==> config.mk <==
export PLATFORM = sky130hd
export DESIGN_NAME = wp_cmd_guard
export DESIGN_NICKNAME = d
export VERILOG_FILES = /design/src/rtl/wp_cmd_pkg.sv /design/src/rtl/wp_load_window.sv /design/src/rtl/wp_seq_match.sv /design/src/rtl/wp_cmd_guard.sv
export SDC_FILE = /design/constraint.sdc
export NUM_CORES = 1
export LEC_CHECK = 0
export ABC_AREA = 0
export CAP_MARGIN = 20
export CORE_MARGIN = 3
export CORE_UTILIZATION = 44
export DETAILED_ROUTE_END_ITERATION = 8
export PLACE_DENSITY_LB_ADDON = 0.15
export SLEW_MARGIN = 10
export SYNTH_ARGS = -nofsm -noshare
export SYNTH_HDL_FRONTEND = slang
export SYNTH_SLANG_ARGS = --single-unit
export TNS_END_PERCENT = 30
==> constraint.sdc <==
create_clock -name clk_i -period 2 [get_ports clk_i]
set_input_delay 0.2 -clock clk_i [delete_from_list [all_inputs] [get_ports clk_i]]
set_output_delay 0.2 -clock clk_i [all_outputs]
set_load 0.05 [all_outputs]
==> src/rtl/wp_cmd_pkg.sv <==
package wp_cmd_pkg;
  localparam int unsigned KEY_W = 15;
  localparam logic [KEY_W-1:0] KEY_ADDR_A = 15'h5555;
  localparam logic [KEY_W-1:0] KEY_ADDR_B = 15'h2AAA;
  localparam logic [7:0] KEY_LEAD  = 8'hAA;
  localparam logic [7:0] KEY_SECND = 8'h55;
  localparam logic [7:0] KEY_ARM   = 8'hA0;
  localparam logic [7:0] KEY_EXT   = 8'h80;
  localparam logic [7:0] KEY_DROP  = 8'h20;

  typedef enum logic [2:0] {
    ST_IDLE,
    ST_K1,
    ST_K2,
    ST_X3,
    ST_X4,
    ST_X5
  } seq_st_e;
endpackage

==> src/rtl/wp_load_window.sv <==
module wp_load_window #(
  parameter int unsigned BLC_CYC = 16
) (
  input  logic clk_i,
  input  logic rst_ni,
  input  logic load_i,
  output logic open_o,
  output logic close_o
);
  localparam int unsigned CNT_W = $clog2(BLC_CYC + 1);
  localparam logic [CNT_W-1:0] CNT_LAST = CNT_W'(BLC_CYC - 1);

  logic             open_q;
  logic [CNT_W-1:0] cnt_q;

  assign open_o  = open_q;
  assign close_o = open_q && !load_i && (cnt_q == CNT_LAST);

  always_ff @(posedge clk_i or negedge rst_ni) begin
    if (!rst_ni) begin
      open_q <= 1'b0;
      cnt_q  <= '0;
    end else if (load_i) begin
      open_q <= 1'b1;
      cnt_q  <= '0;
    end else if (close_o) begin
      open_q <= 1'b0;
      cnt_q  <= '0;
    end else if (open_q) begin
      cnt_q  <= cnt_q + 1'b1;
    end
  end

  p_cnt_bound_r10: assert property (@(posedge clk_i) disable iff (!rst_ni)
    open_q |-> (cnt_q <= CNT_LAST));
  p_closed_idle_r10: assert property (@(posedge clk_i) disable iff (!rst_ni)
    close_o |=> !open_q);
endmodule

==> src/rtl/wp_seq_match.sv <==
module wp_seq_match
  import wp_cmd_pkg::*;
(
  input  logic             clk_i,
  input  logic             rst_ni,
  input  logic             load_i,
  input  logic [KEY_W-1:0] key_addr_i,
  input  logic [7:0]       data_i,
  input  logic             abort_i,
  output logic             consume_o,
  output logic             en_hit_o,
  output logic             dis_hit_o
);
  seq_st_e st_q, st_d;
  logic at_a, at_b;

  assign at_a = (key_addr_i == KEY_ADDR_A);
  assign at_b = (key_addr_i == KEY_ADDR_B);

  always_comb begin
    st_d      = st_q;
    consume_o = 1'b0;
    en_hit_o  = 1'b0;
    dis_hit_o = 1'b0;
    if (load_i) begin
      st_d = ST_IDLE;
      case (st_q)
        ST_IDLE: if (at_a && data_i == KEY_LEAD)  begin st_d = ST_K1; consume_o = 1'b1; end
        ST_K1:   if (at_b && data_i == KEY_SECND) begin st_d = ST_K2; consume_o = 1'b1; end
        ST_K2: begin
          if (at_a && data_i == KEY_ARM) begin
            consume_o = 1'b1;
            en_hit_o  = 1'b1;
          end else if (at_a && data_i == KEY_EXT) begin
            st_d      = ST_X3;
            consume_o = 1'b1;
          end
        end
        ST_X3:   if (at_a && data_i == KEY_LEAD)  begin st_d = ST_X4; consume_o = 1'b1; end
        ST_X4:   if (at_b && data_i == KEY_SECND) begin st_d = ST_X5; consume_o = 1'b1; end
        ST_X5: begin
          if (at_a && data_i == KEY_DROP) begin
            consume_o = 1'b1;
            dis_hit_o = 1'b1;
          end
        end
        default: st_d = ST_IDLE;
      endcase
    end else if (abort_i) begin
      st_d = ST_IDLE;
    end
  end

  always_ff @(posedge clk_i or negedge rst_ni) begin
    if (!rst_ni) st_q <= ST_IDLE;
    else         st_q <= st_d;
  end

  p_abort_idle_r10: assert property (@(posedge clk_i) disable iff (!rst_ni)
    abort_i |=> (st_q == ST_IDLE));
  p_hit_restarts_r9: assert property (@(posedge clk_i) disable iff (!rst_ni)
    (en_hit_o || dis_hit_o) |=> (st_q == ST_IDLE));
endmodule

==> src/rtl/wp_cmd_guard.sv <==
module wp_cmd_guard
  import wp_cmd_pkg::*;
#(
  parameter int unsigned ADDR_W  = 17,
  parameter int unsigned BLC_CYC = 16
) (
  input  logic              clk_i,
  input  logic              rst_ni,
  input  logic              load_i,
  input  logic [ADDR_W-1:0] addr_i,
  input  logic [7:0]        data_i,
  input  logic              cycle_done_i,
  output logic              protect_o,
  output logic              pass_o,
  output logic              dummy_o
);
  logic win_open, win_close;
  logic consume, en_hit, dis_hit;
  logic protect_q, pend_en_q, pend_dis_q, unlock_q, dummy_q;
  logic unused_page;

  assign unused_page = ^addr_i[ADDR_W-1:KEY_W];

  wp_load_window #(.BLC_CYC(BLC_CYC)) win_i (
    .clk_i   (clk_i),
    .rst_ni  (rst_ni),
    .load_i  (load_i),
    .open_o  (win_open),
    .close_o (win_close)
  );

  wp_seq_match match_i (
    .clk_i      (clk_i),
    .rst_ni     (rst_ni),
    .load_i     (load_i),
    .key_addr_i (addr_i[KEY_W-1:0]),
    .data_i     (data_i),
    .abort_i    (win_close),
    .consume_o  (consume),
    .en_hit_o   (en_hit),
    .dis_hit_o  (dis_hit)
  );

  assign pass_o    = load_i && !consume && (!protect_q || unlock_q);
  assign protect_o = protect_q;
  assign dummy_o   = dummy_q;

  always_ff @(posedge clk_i or negedge rst_ni) begin
    if (!rst_ni) begin
      protect_q  <= 1'b0;
      pend_en_q  <= 1'b0;
      pend_dis_q <= 1'b0;
      unlock_q   <= 1'b0;
      dummy_q    <= 1'b0;
    end else begin
      dummy_q <= win_close && protect_q && !unlock_q;
      if (win_close)               unlock_q <= 1'b0;
      else if (en_hit || dis_hit) unlock_q <= 1'b1;
      if (cycle_done_i) begin
        if (pend_en_q)       protect_q <= 1'b1;
        else if (pend_dis_q) protect_q <= 1'b0;
        pend_en_q  <= 1'b0;
        pend_dis_q <= 1'b0;
      end
      // a hit landing with cycle_done waits for the next cycle end
      if (en_hit) begin
        pend_en_q  <= 1'b1;
        pend_dis_q <= 1'b0;
      end else if (dis_hit) begin
        pend_dis_q <= 1'b1;
        pend_en_q  <= 1'b0;
      end
    end
  end

  p_protect_hold_r4: assert property (@(posedge clk_i) disable iff (!rst_ni)
    !cycle_done_i |=> $stable(protect_q));
  p_rise_needs_arm_r2: assert property (@(posedge clk_i) disable iff (!rst_ni)
    $rose(protect_q) |-> $past(pend_en_q));
  p_fall_needs_drop_r3: assert property (@(posedge clk_i) disable iff (!rst_ni)
    $fell(protect_q) |-> $past(pend_dis_q));
  p_unlock_in_window_r7: assert property (@(posedge clk_i) disable iff (!rst_ni)
    unlock_q |-> win_open);
  p_dummy_single_r8: assert property (@(posedge clk_i) disable iff (!rst_ni)
    dummy_q |=> !dummy_q);
  p_dummy_after_close_r8: assert property (@(posedge clk_i) disable iff (!rst_ni)
    dummy_q |-> !win_open || $past(load_i));
endmodule

==> metrics <==
status=finished with violations; failing checks=setup timing; startpoint class of the critical path=register; synth cell count leaders=dfrtp_1, nand2_1, nor2_1; WP buf/inv=1; setup violators final=1; fraction of registers with async set/reset=100%; Tmin final=2.19 ns; Net Count, Synth=126; gp weighted congestion=0.765; period utilization=109%; largest net degree at the start of global routing=15; Core Area=1820 um^2; DR DRC count=0; CP required=1.80 ns; initial antenna violation count=0; Hold Crit Class=input port to asynchronous set/reset pin; clk sinks=14; most frequent cell after synthesis=dfrtp_1; CTS buffer count=3; vias in the first global route=945; synth top area cells=dfrtp_1, nand2_1, nor4_4; crit-path cells=or4bb_4 -> nor2_4 -> and3_1 -> a21oi_1 -> and4b_1 -> buf_6; DRT antenna net count=0; EDFF count, synth=0; Worst path top cell family by delay=simple AND/OR/NAND/NOR gates; clk_skew=0.00302 ns; CTS root buffer=clkbuf_4; post-synthesis cell count=96; H-tree lvl count=1; Yosys warnings=0; Die Area=2620 um^2; Clock Latency Late Sink=0.29 ns; nets=170; RSZ-0062 raised after global routing=yes; grt total ovfl=0; Longest Clk Path Bufs=2; Total GRT Usage=21.8%; Yosys reg bits=14; final antenna diode count=0; routed vias/inst=5.68; share of the synthesized area in the top cell type=39.0%; Avg Synthesized Cell Area=9.36 um^2; CTS tree=built; 1st-pass router iterations=4; top-level port count=32; Routed WL=2420 um; DR iter-0 viols=16; Worst-path clk slew=0.09 ns; Port Buf Inserts=29; Initial Util=49.3%; prevailing post-synth register cell=dfrtp_1; slew of the pin with the lowest slew margin=0.609 ns; row cnt=15; share of post-route cells with drive strength above 1=20.9%; Final Power=613 uW; count of different cell masters after synthesis=36; average wire per standard cell=14.8 um; area delta synth->final=52.2%; Peak VDD IR=0.501 mV; fillers=147; endpoint class of the critical path=primary output; CP Max Fanout=6; max-slew violations=0; max-cap viol count=0; power density over cell area=448 nW/um^2; first-pass GRT wire length=4240 um; fmax=0.457 GHz; CP Class=register to primary output; die width=51.2 um; post-route setup slack=-0.187 ns; vias=931; Leak Pwr=0.000596 uW; register area share after synthesis=39.0%; CP arrival=1.99 ns; hpwl dp=1920 um; critical path's largest stage delay=0.57 ns; Slowest-stage cell, CP=or4bb_4; slew margin rel.=59.3%; Vert. Die Dim=51.2 um; largest area contributor in the netlist=dfrtp_1; WHS=0.285 ns; Layout Utilization=75.1%; Fin. Hold Viols=0; Post-Syn Area=898 um^2
-- flip-flops by register name, indices dropped and copies added (netlist names) --
name / count
dummy_o: 1
unlock_q: 1
win_i.cnt_q: 5
pend_dis_q: 1
match_i.st_q: 3
protect_o: 1
pend_en_q: 1
win_i.open_o: 1
-- where the power goes --
group          internal (uW)  total, uW  switching (uW)
combinational           62.3        108            46.0
clock                    111        208            96.8
sequential               289        296            6.98
-- placed cells by master, fill, tap and decap left out, types with 2 or more instances in the layout --
master	Yosys	final
dfrtp_1	14	13
clkbuf_4	0	3
nand4b_1	3	3
nor3_1	3	2
buf_4	0	12
nor2_1	7	6
clkdlybuf4s50_1	0	20
nand2_1	13	13
o21ai_1	2	2
a31oi_1	3	3
nor4_4	2	2
and2_1	4	4
nor4bb_1	2	2
or4bb_4	0	2
nand3_1	6	6
xor2_1	2	2
o21ai_0	4	4
dlygate4sd2_1	0	8
a21oi_1	2	2
nand3b_1	3	3
-- what timing repair did --
action	in CTS	in global routing
pin swaps	6	1
endpoints found under the hold margin	0	0
hold buffers	0	0
resized for setup	14	4
setup endpoints to repair	1	1
buffers inserted	3	1
-- logic make-up after synthesis --
kind of cell               synth area share [%]
AOI/OAI and AO/OA                          12.1
DFF                                        39.0
xor gates and xnor gates                   1.95
adders and majority gates                  1.39
buffers and inverters                      1.25
and+or+nand+nor                            43.2
muxes                                      1.11
-- through the flow --
step           std cells  setup slack [ns]  instance area [um^2]  setup TNS [ns]
2_1_floorplan         96            0.0678                   898               0
3_5_place_dp         156            -0.375                  1270           -1.05
4_1_cts              163            -0.170                  1350          -0.170
6_report             164            -0.187                  1370          -0.187
3_3_place_gp         156            -0.330                  1270          -0.841
5_1_grt              164            -0.255                  1370          -0.255
-- worst register-to-register path, delay by kind of cell, from the launching register on --
family,cells,cell delay (ns)
buf+inv,1,0.15
simple gates,5,1.07
flops,1,0.41
-- metal layers --
| layer | GRT usage (%) | vias to the layer above | routed length, um | share of wire [%] |
|---|---|---|---|---|
| li1 | - | 454 | - | - |
| met1 | 25.2 | 445 | 1010 | 42 |
| met2 | 38.2 | 24 | 1260 | 52 |
| met3 | 5.83 | 8 | 94 | 3.9 |
| met4 | 8.07 | 0 | 55 | 2.3 |
| met5 | 0 | - | 0 | 0 |
-- worst paths after layout --
kind,start,end,slack [ns],depth (start not counted)
worst min register to register,pend_en_q$_DFFE_PN0P_,protect_o$_DFFE_PN0P_,0.51,1
max in group asynchronous,rst_ni,match_i.st_q[0]$_DFFE_PN0P_,1.29,1
min in group clk_i,pend_en_q$_DFFE_PN0P_,protect_o$_DFFE_PN0P_,0.51,1
worst min-delay path,rst_ni,match_i.st_q[2]$_DFFE_PN0P_,0.28,1
worst max register to register,match_i.st_q[1]$_DFFE_PN0P_,pend_en_q$_DFFE_PN0P_,0.26,6
worst max-delay path,match_i.st_q[0]$_DFFE_PN0P_,pass_o,-0.19,6
-- final cells by class --
type	count	area [um^2]	area share, %
multi-input combinational	79	573	41.9
timing repair buffer	41	372	27.2
tap	25	31.3	2.29
inverter	1	3.75	0.274
clock buffer	4	36.3	2.65
sequential	14	352	25.7
Note: power is estimated with default switching activity, not from simulation.
